`config.mk`:
```
export PLATFORM = sky130hd
export DESIGN_NAME = dma3d_seq
export DESIGN_NICKNAME = d
export VERILOG_FILES = /design/src/rtl/dma3d_pkg.sv /design/src/rtl/dma3d_ptable.sv /design/src/rtl/dma3d_addr_gen.sv /design/src/rtl/dma3d_ctrl.sv /design/src/rtl/dma3d_seq.sv
export SDC_FILE = /design/constraint.sdc
export NUM_CORES = 1
export LEC_CHECK = 0
export BUFFER_PORTS_ARGS = -buffer_cell sky130_fd_sc_hd__buf_2
export CORE_UTILIZATION = 55
export DETAILED_ROUTE_END_ITERATION = 16
export GPL_ROUTABILITY_DRIVEN = 0
export PLACE_DENSITY_LB_ADDON = 0.1
export SLEW_MARGIN = 5
export SYNTH_ARGS = -nofsm -noshare
export SYNTH_HDL_FRONTEND = slang
export SYNTH_SLANG_ARGS = --single-unit
```
`constraint.sdc`:
```
create_clock -name clk -period 19.1 [get_ports clk]
set_clock_uncertainty 0.1 [all_clocks]
set_input_delay 3.82 -clock clk [delete_from_list [all_inputs] [get_ports clk]]
set_output_delay 3.82 -clock clk [all_outputs]
set_load 0.02 [all_outputs]
```
`src/rtl/dma3d_pkg.sv`:
```
package dma3d_pkg;
  parameter int AW     = 16;
  parameter int CW     = 4;
  parameter int TDEPTH = 4;
  parameter int WB     = 4;
  localparam int IW    = $clog2(TDEPTH);
  localparam int LW    = IW + 1;

  typedef enum logic [1:0] {
    SYNC_ARRAY = 2'd0,
    SYNC_FRAME = 2'd1,
    SYNC_BLOCK = 2'd2,
    SYNC_ALL   = 2'd3
  } sync_e;

  typedef struct packed {
    logic [AW-1:0] src;
    logic [AW-1:0] dst;
    logic [CW-1:0] acnt;
    logic [CW-1:0] bcnt;
    logic [CW-1:0] ccnt;
    logic [AW-1:0] src_bstr;
    logic [AW-1:0] dst_bstr;
    logic [AW-1:0] src_cstr;
    logic [AW-1:0] dst_cstr;
    sync_e         sync;
    logic          src_const;
    logic          dst_const;
    logic [LW-1:0] link;
    logic          chain_en;
    logic          int_en;
  } pset_t;

  localparam int PSET_W = $bits(pset_t);
endpackage

```
`src/rtl/dma3d_ptable.sv`:
```
module dma3d_ptable
  import dma3d_pkg::*;
#(
  parameter int DEPTH = TDEPTH,
  localparam int XW   = $clog2(DEPTH)
) (
  input  logic          clk,
  input  logic          rst_n,
  input  logic          we,
  input  logic [XW-1:0] widx,
  input  pset_t         wdata,
  input  logic [XW-1:0] ridx,
  output pset_t         rdata
);
  pset_t mem [DEPTH];

  for (genvar i = 0; i < DEPTH; i++) begin : g_ent
    always_ff @(posedge clk) begin
      if (!rst_n)                      mem[i] <= '0;
      else if (we && widx == XW'(i))   mem[i] <= wdata;
    end
  end

  assign rdata = mem[ridx];
endmodule

```
`src/rtl/dma3d_addr_gen.sv`:
```
module dma3d_addr_gen #(
  parameter int AW = 16,
  parameter int WB = 4
) (
  input  logic          clk,
  input  logic          rst_n,
  input  logic          load,
  input  logic [AW-1:0] base,
  input  logic          hold_const,
  input  logic [AW-1:0] bstr,
  input  logic [AW-1:0] cstr,
  input  logic          step,
  input  logic          wrap_a,
  input  logic          wrap_b,
  output logic [AW-1:0] addr
);
  logic [AW-1:0] cur_q, arr_q, frm_q;

  always_ff @(posedge clk) begin
    if (!rst_n) begin
      cur_q <= '0;
      arr_q <= '0;
      frm_q <= '0;
    end else if (load) begin
      cur_q <= base;
      arr_q <= base;
      frm_q <= base;
    end else if (step && !hold_const) begin
      if (!wrap_a) begin
        cur_q <= cur_q + AW'(WB);
      end else if (!wrap_b) begin
        arr_q <= arr_q + bstr;
        cur_q <= arr_q + bstr;
      end else begin
        frm_q <= frm_q + cstr;
        arr_q <= frm_q + cstr;
        cur_q <= frm_q + cstr;
      end
    end
  end

  assign addr = cur_q;
endmodule

```
`src/rtl/dma3d_ctrl.sv`:
```
module dma3d_ctrl
  import dma3d_pkg::*;
(
  input  logic          clk,
  input  logic          rst_n,
  input  logic          pgm_go,
  input  logic [IW-1:0] pgm_idx,
  input  logic          trig_any,
  input  logic          err_clr,
  input  logic          req_ready,
  input  pset_t         tdata,
  output logic [IW-1:0] ridx,
  output pset_t         act,
  output logic          load,
  output logic          beat,
  output logic          wrap_a,
  output logic          wrap_b,
  output logic          req_valid,
  output logic          busy,
  output logic          parked,
  output logic          chain_out,
  output logic          irq,
  output logic          err_missed
);
  typedef enum logic [1:0] {S_PARK, S_IDLE, S_PEND, S_RUN} st_e;
  st_e st_q;
  logic [CW-1:0] a_rem, b_rem, c_rem;
  logic wrap_c, unit_end, link_null, pgm_ok, miss;

  assign link_null = act.link[LW-1];
  assign busy      = (st_q == S_PEND) || (st_q == S_RUN);
  assign parked    = (st_q == S_PARK);
  assign req_valid = (st_q == S_RUN);
  assign beat      = req_valid && req_ready;
  assign wrap_a    = (a_rem <= CW'(1));
  assign wrap_b    = wrap_a && (b_rem <= CW'(1));
  assign wrap_c    = wrap_b && (c_rem <= CW'(1));
  assign pgm_ok    = pgm_go && !busy;
  assign miss      = trig_any && busy;
  assign ridx      = (st_q == S_RUN) ? act.link[IW-1:0] : pgm_idx;
  assign load      = pgm_ok || (beat && wrap_c && !link_null);

  always_comb begin
    unit_end = 1'b0;
    if (beat) begin
      case (act.sync)
        SYNC_ARRAY: unit_end = wrap_a;
        SYNC_FRAME: unit_end = wrap_b;
        default:    unit_end = wrap_c;
      endcase
    end
  end

  always_ff @(posedge clk) begin
    if (!rst_n) begin
      act   <= '0;
      a_rem <= '0;
      b_rem <= '0;
      c_rem <= '0;
    end else if (load) begin
      act   <= tdata;
      a_rem <= tdata.acnt;
      b_rem <= tdata.bcnt;
      c_rem <= tdata.ccnt;
    end else if (beat) begin
      a_rem <= wrap_a ? act.acnt : a_rem - CW'(1);
      if (wrap_a) b_rem <= wrap_b ? act.bcnt : b_rem - CW'(1);
      if (wrap_b) c_rem <= wrap_c ? act.ccnt : c_rem - CW'(1);
    end
  end

  always_ff @(posedge clk) begin
    if (!rst_n) begin
      st_q       <= S_PARK;
      chain_out  <= 1'b0;
      irq        <= 1'b0;
      err_missed <= 1'b0;
    end else begin
      chain_out  <= beat && wrap_c && act.chain_en;
      irq        <= (beat && wrap_c && act.int_en) || miss;
      err_missed <= miss || (err_missed && !err_clr);
      case (st_q)
        S_PARK: if (pgm_ok) st_q <= S_IDLE;
        S_IDLE: if (!pgm_ok && trig_any) st_q <= S_PEND;
        S_PEND: st_q <= S_RUN;
        default: if (unit_end) st_q <= (wrap_c && link_null) ? S_PARK : S_IDLE;
      endcase
    end
  end
endmodule

```
`src/rtl/dma3d_seq.sv`:
```
module dma3d_seq
  import dma3d_pkg::*;
#(
  parameter int ADDR_W = AW
) (
  input  logic              clk,
  input  logic              rst_n,
  input  logic              tbl_we,
  input  logic [IW-1:0]     tbl_idx,
  input  logic [PSET_W-1:0] tbl_wdata,
  input  logic              pgm_go,
  input  logic [IW-1:0]     pgm_idx,
  input  logic              trig_manual,
  input  logic              trig_evt,
  input  logic              trig_chain,
  input  logic              err_clr,
  output logic              req_valid,
  input  logic              req_ready,
  output logic [ADDR_W-1:0] req_src,
  output logic [ADDR_W-1:0] req_dst,
  output logic              busy,
  output logic              parked,
  output logic              chain_out,
  output logic              irq,
  output logic              err_missed
);
  pset_t         tdata, act;
  logic [IW-1:0] ridx;
  logic          load, beat, wrap_a, wrap_b;
  logic [AW-1:0] src_a, dst_a;

  dma3d_ptable #(.DEPTH(TDEPTH)) u_tbl (
    .clk(clk), .rst_n(rst_n), .we(tbl_we), .widx(tbl_idx),
    .wdata(pset_t'(tbl_wdata)), .ridx(ridx), .rdata(tdata)
  );

  dma3d_ctrl u_ctrl (
    .clk(clk), .rst_n(rst_n), .pgm_go(pgm_go), .pgm_idx(pgm_idx),
    .trig_any(trig_manual | trig_evt | trig_chain), .err_clr(err_clr),
    .req_ready(req_ready), .tdata(tdata), .ridx(ridx), .act(act),
    .load(load), .beat(beat), .wrap_a(wrap_a), .wrap_b(wrap_b),
    .req_valid(req_valid), .busy(busy), .parked(parked),
    .chain_out(chain_out), .irq(irq), .err_missed(err_missed)
  );

  dma3d_addr_gen #(.AW(AW), .WB(WB)) u_src (
    .clk(clk), .rst_n(rst_n), .load(load), .base(tdata.src),
    .hold_const(act.src_const), .bstr(act.src_bstr), .cstr(act.src_cstr),
    .step(beat), .wrap_a(wrap_a), .wrap_b(wrap_b), .addr(src_a)
  );

  dma3d_addr_gen #(.AW(AW), .WB(WB)) u_dst (
    .clk(clk), .rst_n(rst_n), .load(load), .base(tdata.dst),
    .hold_const(act.dst_const), .bstr(act.dst_bstr), .cstr(act.dst_cstr),
    .step(beat), .wrap_a(wrap_a), .wrap_b(wrap_b), .addr(dst_a)
  );

  assign req_src = ADDR_W'(src_a);
  assign req_dst = ADDR_W'(dst_a);
endmodule

```
==> Flow_metrics.wiki <==
{| class="wikitable"
! Metric !! Value
|-
| Required time reported for the critical path endpoint || 19.49 ns
|-
| Global-route wire length before repair || 129,000 um
|-
| Die area || 58,900 um^2
|-
| Count of final max-slew check failures || 0
|-
| Slew headroom || 16.4%
|-
| Fin area || 35,600 um^2
|-
| Count of placed standard cells including taps || 3,480
|-
| Clock transition at the registers of the reported paths || 0.06 ns
|-
| Power density cells || 119 nW/um^2
|-
| Post-synth top area share || 44.1%
|-
| H-tree depth || 3
|-
| Non-Filler Instances || 3,613
|-
| Maximum fanout count along the critical path || 69
|-
| DRC violation count after routing || 0
|-
| Commonest cells post-synth || sky130_fd_sc_hd__and2_1, sky130_fd_sc_hd__edfxtp_1, sky130_fd_sc_hd__nand2_1
|-
| Total overflow reported by the global router || 0
|-
| Category of the critical setup timing path || input pin to flip-flop
|-
| Ports || 168
|-
| Number of flip-flops and latches in the synthesized netlist || 666
|-
| Highest clock frequency the design can meet || 143 MHz
|-
| Static Leak || 13.5 nW
|-
| Critical path data arrival time || 7.39 ns
|-
| Antenna Nets Post-Route || 0
|-
| Chip height || 243 um
|-
| Total setup violations reported at the end of the flow || 0
|-
| Fraction of final layout cells with drive strength greater than 1 || 16.2%
|-
| Total track usage || 28.9%
|-
| Cell with the most instances after synthesis || sky130_fd_sc_hd__and2_1
|-
| CORE AREA || 56,800 um^2
|-
| Period minus WS final || 7.00 ns
|-
| Number of rows in the core area || 87
|-
| DR iter-0 viols || 2,250
|-
| Maximum number of pins on one net before global-route repair || 84
|-
| Slew at the pin with the worst max-slew slack || 1.24 ns
|-
| Count of nets after finishing || 3,005
|-
| Clock Latency Late Sink || 0.61 ns
|-
| Netlist area before placement || 31,900 um^2
|-
| Die width || 243 um
|-
| Sum of negative setup slack || 0 ns
|-
| Status || finished clean
|-
| Number of global-route vias before repair || 21,500
|-
| TritonCTS clock tree || done
|-
| Antenna violations before repair || 6
|-
| CP Capture Type || flip-flop
|-
| Post-Syn Instances || 2,676
|-
| Router iterations before antenna repair || 10
|-
| DPL Wire Length || 55,000 um
|-
| Async set-reset flop share out of synthesis || 0%
|-
| Clock tree sinks || 666
|-
| Main area contributors after synthesis || sky130_fd_sc_hd__edfxtp_1, sky130_fd_sc_hd__dfxtp_1, sky130_fd_sc_hd__and2_1
|-
| Dominant synthesized flop cell || sky130_fd_sc_hd__edfxtp_1
|-
| Number of vias per cell after detailed routing || 6.05
|-
| Total Routed Length || 84,200 um
|-
| Area overhead of the layout relative to synthesis || 11.7%
|-
| YS warnings || 0
|-
| Setup repair after global routing missed its margin || false
|-
| Routed length per instance || 23.3 um
|-
| Number of distinct library cells after synthesis || 82
|-
| Initial Util || 56.1%
|-
| MaxCap Viol Count || 0
|-
| Number of port buffers || 167
|-
| Number of vias after detailed routing || 21,900
|-
| Number of buffers created by CTS || 72
|-
| Post-synth EDFFs || 468
|-
| Category of the worst setup path launch point || input pin
|-
| Utilization after layout || 62.6%
|-
| Net Count, Synth || 2,883
|-
| Largest voltage drop on the vdd net || 79.2 uV
|-
| Avg Inst Size Synth || 11.9 um^2
|-
| Final Hold Viols || 0
|-
| Reg-to-reg setup timing slack || 14.17 ns
|-
| CTS max path bufs || 3
|-
| # Post-CTS Setup Buffers || 0
|-
| Number of hold buffers added after CTS || 0
|-
| Placed cell areas || 33,300 um^2
|-
| Biggest area consumer among synthesized cells || sky130_fd_sc_hd__edfxtp_1
|-
| Classification of the worst-slack hold path || flip-flop to flip-flop
|-
| Share of the clock period used by the worst path || 36.6%
|-
| Number of gates resized after cts || 0
|-
| Clock root cell || sky130_fd_sc_hd__clkbuf_16
|-
| Seq/Total Area, Yosys || 56.6%
|}
-- layout by cell type, fill, tap and decap left out, types with 8 or more instances in the layout --
cell,synthesis,layout
sky130_fd_sc_hd__dfxtp_1,198,198
sky130_fd_sc_hd__nand2b_1,10,10
sky130_fd_sc_hd__buf_2,31,167
sky130_fd_sc_hd__xor2_1,22,22
sky130_fd_sc_hd__nor2_1,144,140
sky130_fd_sc_hd__o31ai_1,13,13
sky130_fd_sc_hd__a21o_1,21,21
sky130_fd_sc_hd__and2_1,483,483
sky130_fd_sc_hd__nor3_1,29,29
sky130_fd_sc_hd__mux2i_1,11,10
sky130_fd_sc_hd__o211ai_1,19,19
sky130_fd_sc_hd__clkinv_2,0,13
sky130_fd_sc_hd__inv_1,36,35
sky130_fd_sc_hd__o211a_1,8,8
sky130_fd_sc_hd__nand4_1,9,9
sky130_fd_sc_hd__edfxtp_1,468,468
sky130_fd_sc_hd__xnor2_1,33,33
sky130_fd_sc_hd__a21oi_1,194,194
sky130_fd_sc_hd__buf_4,14,32
sky130_fd_sc_hd__o221ai_1,9,9
sky130_fd_sc_hd__ha_1,73,73
sky130_fd_sc_hd__clkbuf_16,0,75
sky130_fd_sc_hd__a211oi_1,20,20
sky130_fd_sc_hd__or2_2,8,8
sky130_fd_sc_hd__and3_1,17,17
sky130_fd_sc_hd__mux4_2,115,115
sky130_fd_sc_hd__o22ai_1,12,12
sky130_fd_sc_hd__o21ai_0,96,92
sky130_fd_sc_hd__a2111oi_0,9,9
sky130_fd_sc_hd__o21a_1,22,22
sky130_fd_sc_hd__nand2_1,276,276
sky130_fd_sc_hd__nand3_1,22,22
sky130_fd_sc_hd__clkbuf_8,0,9
sky130_fd_sc_hd__clkbuf_1,94,25
sky130_fd_sc_hd__a31oi_1,31,31
-- where the power goes --
part           switching (mW)  total (mW)  internal, mW
combinational           0.667        1.04         0.373
sequential              0.128        1.85          1.72
clock                   0.564        1.36         0.799
total                    1.36        4.25          2.89
-- flip-flops by register name, indices dropped and copies added (netlist names) --
name and cells:
u_tbl.mem 468, u_ctrl.act 85, u_dst.addr 16, u_dst.arr_q 16
u_dst.frm_q 16, u_src.addr 16, u_src.arr_q 16, u_src.frm_q 16
u_ctrl.a_rem 4, u_ctrl.b_rem 4, u_ctrl.c_rem 4, u_ctrl.st_q 2
u_ctrl.chain_out 1, u_ctrl.err_missed 1, u_ctrl.irq 1
-- metal layers --
metal / up-vias / GRT usage, % / wire length (um)
li1: 10000 / - / -
met1: 10800 / 40.0 / 35100
met2: 838 / 45.2 / 39400
met3: 174 / 5.44 / 6620
met4: 6 / 11.2 / 3000
met5: - / 0 / 37
-- layout make-up --
| class | count | area [um^2] |
|---|---|---|
| Antenna cell | 1 | 2.50 |
| Clock buffer | 109 | 2090 |
| Clock inverter | 23 | 204 |
| Fill cell | 4548 | 21200 |
| Inverter | 36 | 138 |
| Multi-Input combinational cell | 1822 | 13100 |
| Sequential cell | 666 | 18000 |
| Tap cell | 756 | 946 |
| Timing Repair Buffer | 200 | 1100 |
-- critical path, cell delays in order --
cell and delay (ns):
sky130_fd_sc_hd__buf_2 0.13, sky130_fd_sc_hd__nand2_4 0.19, sky130_fd_sc_hd__nor4b_4 0.11, sky130_fd_sc_hd__a21oi_4 0.67, sky130_fd_sc_hd__buf_4 0.54, sky130_fd_sc_hd__buf_4 0.68
sky130_fd_sc_hd__o21ai_1 0.65, sky130_fd_sc_hd__o2bb2ai_1 0.30, sky130_fd_sc_hd__nand2_1 0.07, sky130_fd_sc_hd__and3_1 0.17
-- cell families after synthesis --
kind of cell               Yosys count  share of synthesized area (%)
and+or+nand+nor                   1039                           17.2
DFF                                666                           56.6
AOI/OAI and AO/OA                  522                           10.4
buffers and inverters              188                           2.64
muxes                              129                           8.59
adders and majority gates           77                           3.12
xor gates and xnor gates            55                           1.51
-- final timing paths --
path              startpoint  cells past startpoint              to
max                req_ready                     10  u_dst.addr[12]
min           u_ctrl.act[74]                      2  u_ctrl.act[74]
max reg2reg  u_ctrl.b_rem[0]                     11  u_dst.addr[12]
min reg2reg   u_ctrl.act[74]                      2  u_ctrl.act[74]
-- metrics by stage --
stage               setup WS (ns)  power, mW  hold WS [ns]
floorplan                    6.06       2.56         0.327
global placement            11.58       2.87         0.342
detailed placement          11.56       2.89         0.348
CTS                         12.19       4.25         0.356
global route                11.86       4.43         0.370
finish                      12.11       4.25         0.353
No activity file was read; power rests on OpenSTA's default activity.
